## config.mk

```make
export PLATFORM = sky130hd
export DESIGN_NAME = cs_bus_timing
export DESIGN_NICKNAME = d
export VERILOG_FILES = /design/src/rtl/csbt_pkg.sv /design/src/rtl/csbt_cfg_reg.sv /design/src/rtl/csbt_seq.sv /design/src/rtl/csbt_pins.sv /design/src/rtl/cs_bus_timing.sv
export SDC_FILE = /design/constraint.sdc
export NUM_CORES = 1
export LEC_CHECK = 0
export BUFFER_PORTS_ARGS = -buffer_cell sky130_fd_sc_hd__buf_2
export CAP_MARGIN = 25
export CORE_ASPECT_RATIO = 0.8
export CORE_MARGIN = 2
export CORE_UTILIZATION = 30
export CTS_CLUSTER_SIZE = 20
export DETAILED_ROUTE_END_ITERATION = 7
export PLACE_DENSITY_LB_ADDON = 0.05
export SLEW_MARGIN = 5
export SYNTH_ARGS = -nofsm -noshare
export SYNTH_HDL_FRONTEND = slang
export SYNTH_SLANG_ARGS = --single-unit
```

## constraint.sdc

```tcl
create_clock -name clk -period 1.89 [get_ports clk]
set_input_delay 0 -clock clk [delete_from_list [all_inputs] [get_ports clk]]
set_output_delay 0 -clock clk [all_outputs]
set_load 0.005 [all_outputs]
```

## src/rtl/csbt_pkg.sv

```systemverilog
package csbt_pkg;

  localparam int REG_W   = 32;
  localparam int AW_W    = 3;
  localparam int IGN_BIT = 0;
  localparam int SW_LSB  = 2;
  localparam int AW_LSB  = 4;
  localparam int BW_LSB  = 8;
  localparam int CNT_W   = $clog2(2 * (1 << AW_W));

  typedef struct packed {
    logic [1:0]      bw;
    logic [AW_W-1:0] aw;
    logic [1:0]      sw;
    logic            ign;
  } cfg_t;

  typedef enum logic [2:0] {
    ST_IDLE,
    ST_SETUP,
    ST_STROBE,
    ST_GAP,
    ST_HOLD
  } st_e;

  function automatic logic [REG_W-1:0] pack_cfg(cfg_t c);
    logic [REG_W-1:0] r;
    r = '0;
    r[IGN_BIT]         = c.ign;
    r[SW_LSB +: 2]     = c.sw;
    r[AW_LSB +: AW_W]  = c.aw;
    r[BW_LSB +: 2]     = c.bw;
    return r;
  endfunction

  function automatic cfg_t unpack_cfg(logic [REG_W-1:0] r);
    cfg_t c;
    c.ign = r[IGN_BIT];
    c.sw  = r[SW_LSB +: 2];
    c.aw  = r[AW_LSB +: AW_W];
    c.bw  = r[BW_LSB +: 2];
    return c;
  endfunction

  localparam logic [REG_W-1:0] CFG_MASK = pack_cfg('1);

  // Setup lasts 2*sw+1 half-cycles; counter value loaded is that minus one.
  function automatic logic [CNT_W-1:0] setup_last(logic [1:0] sw);
    return CNT_W'({sw, 1'b0});
  endfunction

  // A strobe with w waits lasts 2*(w+1) half-cycles; loaded value is minus one.
  function automatic logic [CNT_W-1:0] strobe_last(logic [AW_W-1:0] w);
    return CNT_W'({w, 1'b1});
  endfunction

endpackage

```

## src/rtl/csbt_cfg_reg.sv

```systemverilog
module csbt_cfg_reg
  import csbt_pkg::*;
(
  input  logic             clk,
  input  logic             rst_n,
  input  logic             wr_en,
  input  logic [REG_W-1:0] wdata,
  output cfg_t             cfg_o,
  output logic [REG_W-1:0] rdata_o
);

  cfg_t cfg_q;

  always_ff @(posedge clk) begin
    if (!rst_n)     cfg_q <= '0;
    else if (wr_en) cfg_q <= unpack_cfg(wdata);
  end

  assign cfg_o   = cfg_q;
  assign rdata_o = pack_cfg(cfg_q);

  assert_wr_readback_R2: assert property (@(posedge clk) disable iff (!rst_n)
    wr_en |=> (rdata_o == ($past(wdata) & CFG_MASK)));

  assert_rsvd_zero_R2: assert property (@(posedge clk) disable iff (!rst_n)
    (rdata_o & ~CFG_MASK) == '0);

endmodule

```

## src/rtl/csbt_seq.sv

```systemverilog
module csbt_seq
  import csbt_pkg::*;
#(
  parameter int LEN_W = 3,
  parameter int BE_W  = 4
) (
  input  logic            clk,
  input  logic            rst_n,
  input  cfg_t            cfg_i,
  input  logic            req_i,
  input  logic            req_write_i,
  input  logic [LEN_W-1:0] req_len_i,
  input  logic [BE_W-1:0] req_be_i,
  input  logic            ext_wait_i,
  output st_e             st_o,
  output logic            write_o,
  output logic [BE_W-1:0] be_o,
  output logic            done_o,
  output logic            accept_o,
  output logic            beat_end_o
);

  st_e              st_q;
  logic [CNT_W-1:0] cnt_q;
  logic [LEN_W-1:0] beats_left_q;
  cfg_t             snap_q;
  logic             write_q;
  logic [BE_W-1:0]  be_q;
  logic             done_q;

  logic at_last, honour, extend, accept, beat_end;

  always_comb begin
    at_last  = (cnt_q == '0);
    honour   = !snap_q.ign;
    accept   = (st_q == ST_IDLE) && req_i;
    extend   = (st_q == ST_STROBE) && at_last && honour && ext_wait_i;
    beat_end = (st_q == ST_STROBE) && at_last && !extend;
  end

  always_ff @(posedge clk) begin
    if (!rst_n) begin
      st_q         <= ST_IDLE;
      cnt_q        <= '0;
      beats_left_q <= '0;
      snap_q       <= '0;
      write_q      <= 1'b0;
      be_q         <= '0;
      done_q       <= 1'b0;
    end else begin
      done_q <= beat_end;
      case (st_q)
        ST_IDLE: begin
          if (accept) begin
            snap_q       <= cfg_i;
            write_q      <= req_write_i;
            be_q         <= req_be_i;
            beats_left_q <= req_len_i;
            cnt_q        <= setup_last(cfg_i.sw);
            st_q         <= ST_SETUP;
          end
        end
        ST_SETUP: begin
          if (at_last) begin
            st_q  <= ST_STROBE;
            cnt_q <= strobe_last(snap_q.aw);
          end else begin
            cnt_q <= cnt_q - 1'b1;
          end
        end
        ST_STROBE: begin
          if (extend) begin
            cnt_q <= CNT_W'(1);
          end else if (at_last) begin
            st_q <= (beats_left_q != '0) ? ST_GAP : ST_HOLD;
          end else begin
            cnt_q <= cnt_q - 1'b1;
          end
        end
        ST_GAP: begin
          st_q         <= ST_STROBE;
          cnt_q        <= strobe_last(AW_W'(snap_q.bw));
          beats_left_q <= beats_left_q - 1'b1;
        end
        ST_HOLD: st_q <= ST_IDLE;
        default: st_q <= ST_IDLE;
      endcase
    end
  end

  assign st_o       = st_q;
  assign write_o    = write_q;
  assign be_o       = be_q;
  assign done_o     = done_q;
  assign accept_o   = accept;
  assign beat_end_o = beat_end;

  assert_setup_bound_R3: assert property (@(posedge clk) disable iff (!rst_n)
    (st_q == ST_SETUP) |-> (cnt_q <= setup_last(snap_q.sw)));

  assert_snap_hold_R9: assert property (@(posedge clk) disable iff (!rst_n)
    (st_q != ST_IDLE) |=> $stable(snap_q));

  assert_attr_hold_R10: assert property (@(posedge clk) disable iff (!rst_n)
    (st_q != ST_IDLE) |=> ($stable(write_q) && $stable(be_q)));

  assert_extend_wait_R6: assert property (@(posedge clk) disable iff (!rst_n)
    extend |=> (st_q == ST_STROBE && cnt_q == CNT_W'(1)));

  assert_mask_ignores_R7: assert property (@(posedge clk) disable iff (!rst_n)
    (st_q == ST_STROBE && at_last && snap_q.ign) |=> (st_q != ST_STROBE));

  assert_done_single_R8: assert property (@(posedge clk) disable iff (!rst_n)
    done_q |=> !done_q);

endmodule

```

## src/rtl/csbt_pins.sv

```systemverilog
module csbt_pins
  import csbt_pkg::*;
#(
  parameter int BE_W = 4
) (
  input  logic            clk,
  input  logic            rst_n,
  input  st_e             st_i,
  input  logic            write_i,
  input  logic [BE_W-1:0] be_i,
  output logic            cs_o,
  output logic            rd_o,
  output logic [BE_W-1:0] we_o
);

  logic strobe_phase;
  logic strobe_any;

  always_comb begin
    strobe_phase = (st_i == ST_STROBE);
    cs_o         = (st_i != ST_IDLE);
    rd_o         = strobe_phase && !write_i;
    we_o         = (strobe_phase && write_i) ? be_i : '0;
    strobe_any   = rd_o || (|we_o);
  end

  assert_cs_covers_R3: assert property (@(posedge clk) disable iff (!rst_n)
    strobe_any |-> cs_o);

  assert_setup_first_R3: assert property (@(posedge clk) disable iff (!rst_n)
    $rose(strobe_any) |-> $past(cs_o));

  assert_rw_excl_R4: assert property (@(posedge clk) disable iff (!rst_n)
    !(rd_o && (|we_o)));

endmodule

```

## src/rtl/cs_bus_timing.sv

```systemverilog
module cs_bus_timing
  import csbt_pkg::*;
#(
  parameter int LEN_W = 3,
  parameter int BE_W  = 4
) (
  input  logic             clk,
  input  logic             rst_n,
  input  logic             cfg_wr_i,
  input  logic [31:0]      cfg_wdata_i,
  output logic [31:0]      cfg_rdata_o,
  input  logic             req_i,
  input  logic             req_write_i,
  input  logic [LEN_W-1:0] req_len_i,
  input  logic [BE_W-1:0]  req_be_i,
  input  logic             ext_wait_i,
  output logic             cs_o,
  output logic             rd_o,
  output logic [BE_W-1:0]  we_o,
  output logic             done_o,
  output logic             busy_o
);

  cfg_t            cfg;
  st_e             st;
  logic            write_s;
  logic [BE_W-1:0] be_s;
  logic            accept;
  logic            beat_end;

  csbt_cfg_reg u_cfg (
    .clk     (clk),
    .rst_n   (rst_n),
    .wr_en   (cfg_wr_i),
    .wdata   (cfg_wdata_i),
    .cfg_o   (cfg),
    .rdata_o (cfg_rdata_o)
  );

  csbt_seq #(.LEN_W(LEN_W), .BE_W(BE_W)) u_seq (
    .clk         (clk),
    .rst_n       (rst_n),
    .cfg_i       (cfg),
    .req_i       (req_i),
    .req_write_i (req_write_i),
    .req_len_i   (req_len_i),
    .req_be_i    (req_be_i),
    .ext_wait_i  (ext_wait_i),
    .st_o        (st),
    .write_o     (write_s),
    .be_o        (be_s),
    .done_o      (done_o),
    .accept_o    (accept),
    .beat_end_o  (beat_end)
  );

  csbt_pins #(.BE_W(BE_W)) u_pins (
    .clk     (clk),
    .rst_n   (rst_n),
    .st_i    (st),
    .write_i (write_s),
    .be_i    (be_s),
    .cs_o    (cs_o),
    .rd_o    (rd_o),
    .we_o    (we_o)
  );

  assign busy_o = (st != ST_IDLE);

  assert_accept_busy_R10: assert property (@(posedge clk) disable iff (!rst_n)
    accept |=> (busy_o && cs_o));

  assert_done_follows_R8: assert property (@(posedge clk) disable iff (!rst_n)
    beat_end |=> done_o);

endmodule

```

==> flow_summary.yaml <==
status:
  status: "complete, no violations"
yosys:
  synth.area.top_cells: "dfxtp_1 35%, buf_4 11%, nand2_1 6.8%"
  synth-simple-area-share: 0.234
  syn_avg_cell_area_um2: 8.27
  ys_ff_latch: 30
  synthTopCellsByCount: "31 x nand2_1, 30 x dfxtp_1, 25 x buf_4"
  yosysMostFrequentCell: "nand2_1"
  async_reset_ff_frac: 0
  synth_compound_area_frac: 0.157
  seq_area_frac_synth: 0.349
  synthMuxAreaShare: 0.0648
  ys_types: 42
  synthXorXnorAreaFrac: 0.0102
  synth_cells: 208
  ys.warnings.count: 0
  syn_area_um2: 1720
  netlist.area_leader.share: 0.349
  synth_top_area_cell: "dfxtp_1"
  synth_edf_count: 0
  synth_top_family_by_area: "simple AND/OR/NAND/NOR gates"
  synth_ff_type: "dfxtp_1"
  synthAdderAreaFrac: 0.0291
clock_network:
  cts_setup_buffers: 0
  cts.sinks: 30
  htreeDepth: 2
  cts_tree: "yes"
  cts-root-buf: "clkbuf_8"
  clk_latency_ns: 0.28
  clkTransAtPathRegs_ns: 0.07
  cts_inserted_buffers: 5
  clock_path_buffers: 2
die:
  initial_core_util: 0.313
  die_h_um: 71.7
  die_x_um: 88.6
  pin_count: 85
  die-area_um2: 6360
  core_um2: 5500
  std_cell_rows: 24
detailed_routing:
  routed_wl_um: 3790
  via_count: 1474
  wl_per_cell_um: 11.2
  drt_iter0_drc: 52
  via_per_inst: 4.35
  ant_nets: 0
  drtPass1Iterations: 4
  drc: 0
setup_path:
  path_class: "reg2reg"
  r2r-start: "u_seq.cnt_q[1]$_SDFFE_PN0P_"
  crit_fanout: 4
  reg2reg_depth: 7
  start_kind: "flip-flop"
  reg2reg_slack_ns: 0.19
  cp.arrival_ns: 1.90
  required_ns: 2.09
  crit_start: "u_seq.cnt_q[1]$_SDFFE_PN0P_"
  r2r-end: "u_seq.cnt_q[3]$_SDFFE_PN0P_"
  crit_path_end_kind: "flip-flop"
timing:
  tns_ns: 0
  setup_viol: 0
  hold_viol_final: 0
  fmax_mhz: 589
  relSlewSlack: 0.666
  period_needed_ns: 1.70
  clock-skew-final_ns: 0.00437
  worstMarginPinSlew_ns: 0.501
  rsz0062_at_grt: "no"
  drv_slew: 0
  period_share: 0.898
placement:
  dp_cells: 318
  place_hpwl_um: 2790
  port-buffer-count: 36
  gp_congestion: 0.742
power:
  swShare: 0.362
  clkPwrFrac: 0.261
  total_power_mw: 3.11
  p_sw_mw: 1.13
  p_seq_frac: 0.296
  ir_drop_v: 0.000442
  p_int_mw: 1.98
  p_leak_nw: 0.996
  powerDensity_nw_per_um2: 1420
  pwr-share-comb: 0.443
grt:
  grt.total_usage: 0.128
  grtUsageMet2: 0.178
  busiest_layer: "met1"
  grtUsageMet3: 0.0461
  grt_max_degree: 33
  gr-usage-met1: 0.184
  grt-ovfl-total: 0
  antenna_found_initial: 0
  first_global_vias: 1304
  grt_first_pass_wirelength_um: 6240
finish:
  num_antenna_cells: 0
  final_cells: 339
  nets: 309
  drive_gt1_frac: 0.226
  syn2layout_area_growth_pct: 27.6
  utilization: 0.399
hold_path:
  hold_start: "req_i"
  hold_depth: 2
  min_path_type: "in2reg"
  hold_path_end: "u_seq.st_o[2]$_SDFFE_PN0P_"
flow_run:
  max-cap-violations: 0
-- through the flow --
step / instance area [um2] / hold slack [ns] / setup slack (ns)
floorplan: 1810 / 0.130 / 0.274
detailed placement: 1920 / 0.259 / 0.132
global placement: 1920 / 0.256 / 0.101
global route: 2190 / 0.0267 / 0.00952
CTS: 2190 / 0.0123 / 0.117
finish: 2190 / 0.0253 / 0.193
-- power groups by stage --
stage	clock network (mW)	registers (mW)	logic (mW)
after detailed placement	0	0.931	1.36
after floorplan	0	0.866	1.04
final	0.812	0.920	1.38
after global routing	0.869	0.940	1.57
after CTS	0.837	0.918	1.38
after global placement	0	0.935	1.38
-- per-layer routing --
layer,up-vias,wire (um),part of all wire
li1,762,-,-
met1,668,2000,0.53
met2,40,1550,0.41
met3,4,200,0.053
met4,0,40,0.011
met5,-,0,0
-- repair_timing --
item | in CTS | in global routing
hold buffers | 13 | 0
hold endpoints to repair | 13 | 0
gates resized for setup | 0 | 1
endpoints found under the setup margin | 0 | 4
-- cells in the final DEF, fill, tap and decap left out, drive strengths merged, types with 2 or more instances in the layout --
cell         Yosys  routed
and2             2       2
a21boi          12      12
o211ai           3       3
clkbuf           9       6
xnor2            2       2
ha               4       4
a31oi            2       2
inv              8       8
nand2b           4       4
o21ai            6       6
o21a             2       2
nor3             4       4
nor2             7       7
a21oi            2       2
conb             1      24
buf             27      45
o311ai           2       2
nand2           31      31
and3             7       7
dlygate4sd3      0      13
dfxtp           30      30
nor2b            9       9
bufinv           0       2
mux2i           10      10
nand3            9       9
-- flip-flops by register name, indices dropped and copies added, names as in the netlist --
register	flops
u_cfg.cfg_o	8
u_seq.be_o	4
u_seq.beats_left_q	3
u_seq.cnt_q	4
u_seq.done_o	1
u_seq.snap_q	6
u_seq.st_o	3
u_seq.write_o	1
-- worst max-delay path, cell delays in order (launching register included) --
cell	delay (ns)
dfxtp_1	0.36
inv_1	0.07
ha_1	0.20
or3b_1	0.22
nor2_2	0.06
o31a_1	0.23
or3_1	0.30
a31oi_1	0.17
-- worst max-delay path by stage --
stage | end | slack (ns) | cells past startpoint
6_report | u_seq.cnt_q[3]$_SDFFE_PN0P_ | 0.19 | 7
3_3_place_gp | u_seq.cnt_q[2]$_SDFFE_PN0P_ | 0.10 | 7
4_1_cts | u_seq.cnt_q[2]$_SDFFE_PN0P_ | 0.12 | 7
2_1_floorplan | u_seq.cnt_q[0]$_SDFFE_PN0P_ | 0.27 | 7
3_5_place_dp | u_seq.cnt_q[2]$_SDFFE_PN0P_ | 0.13 | 7
5_1_grt | u_seq.cnt_q[2]$_SDFFE_PN0P_ | 0.01 | 7
-- area by class of cell --
cell class	instances	area [um2]
clock buffer	6	82.6
timing repair buffer	58	378
clock inverter	2	60.1
inverter	8	30.0
sequential	30	601
fill	589	3300
multi-input combinational	157	945
tap	78	97.6
-- logic make-up (layout without fill, tap and decap cells) --
kind of cell / Yosys count / after routing
compound gates: 37 / 37
mux: 11 / 11
other cells: 1 / 24
flops: 30 / 30
buf+inv: 44 / 74
fa+ha+maj: 4 / 4
simple gates: 79 / 79
xor+xnor: 2 / 2
Note: power is estimated with default switching activity, not from simulation.
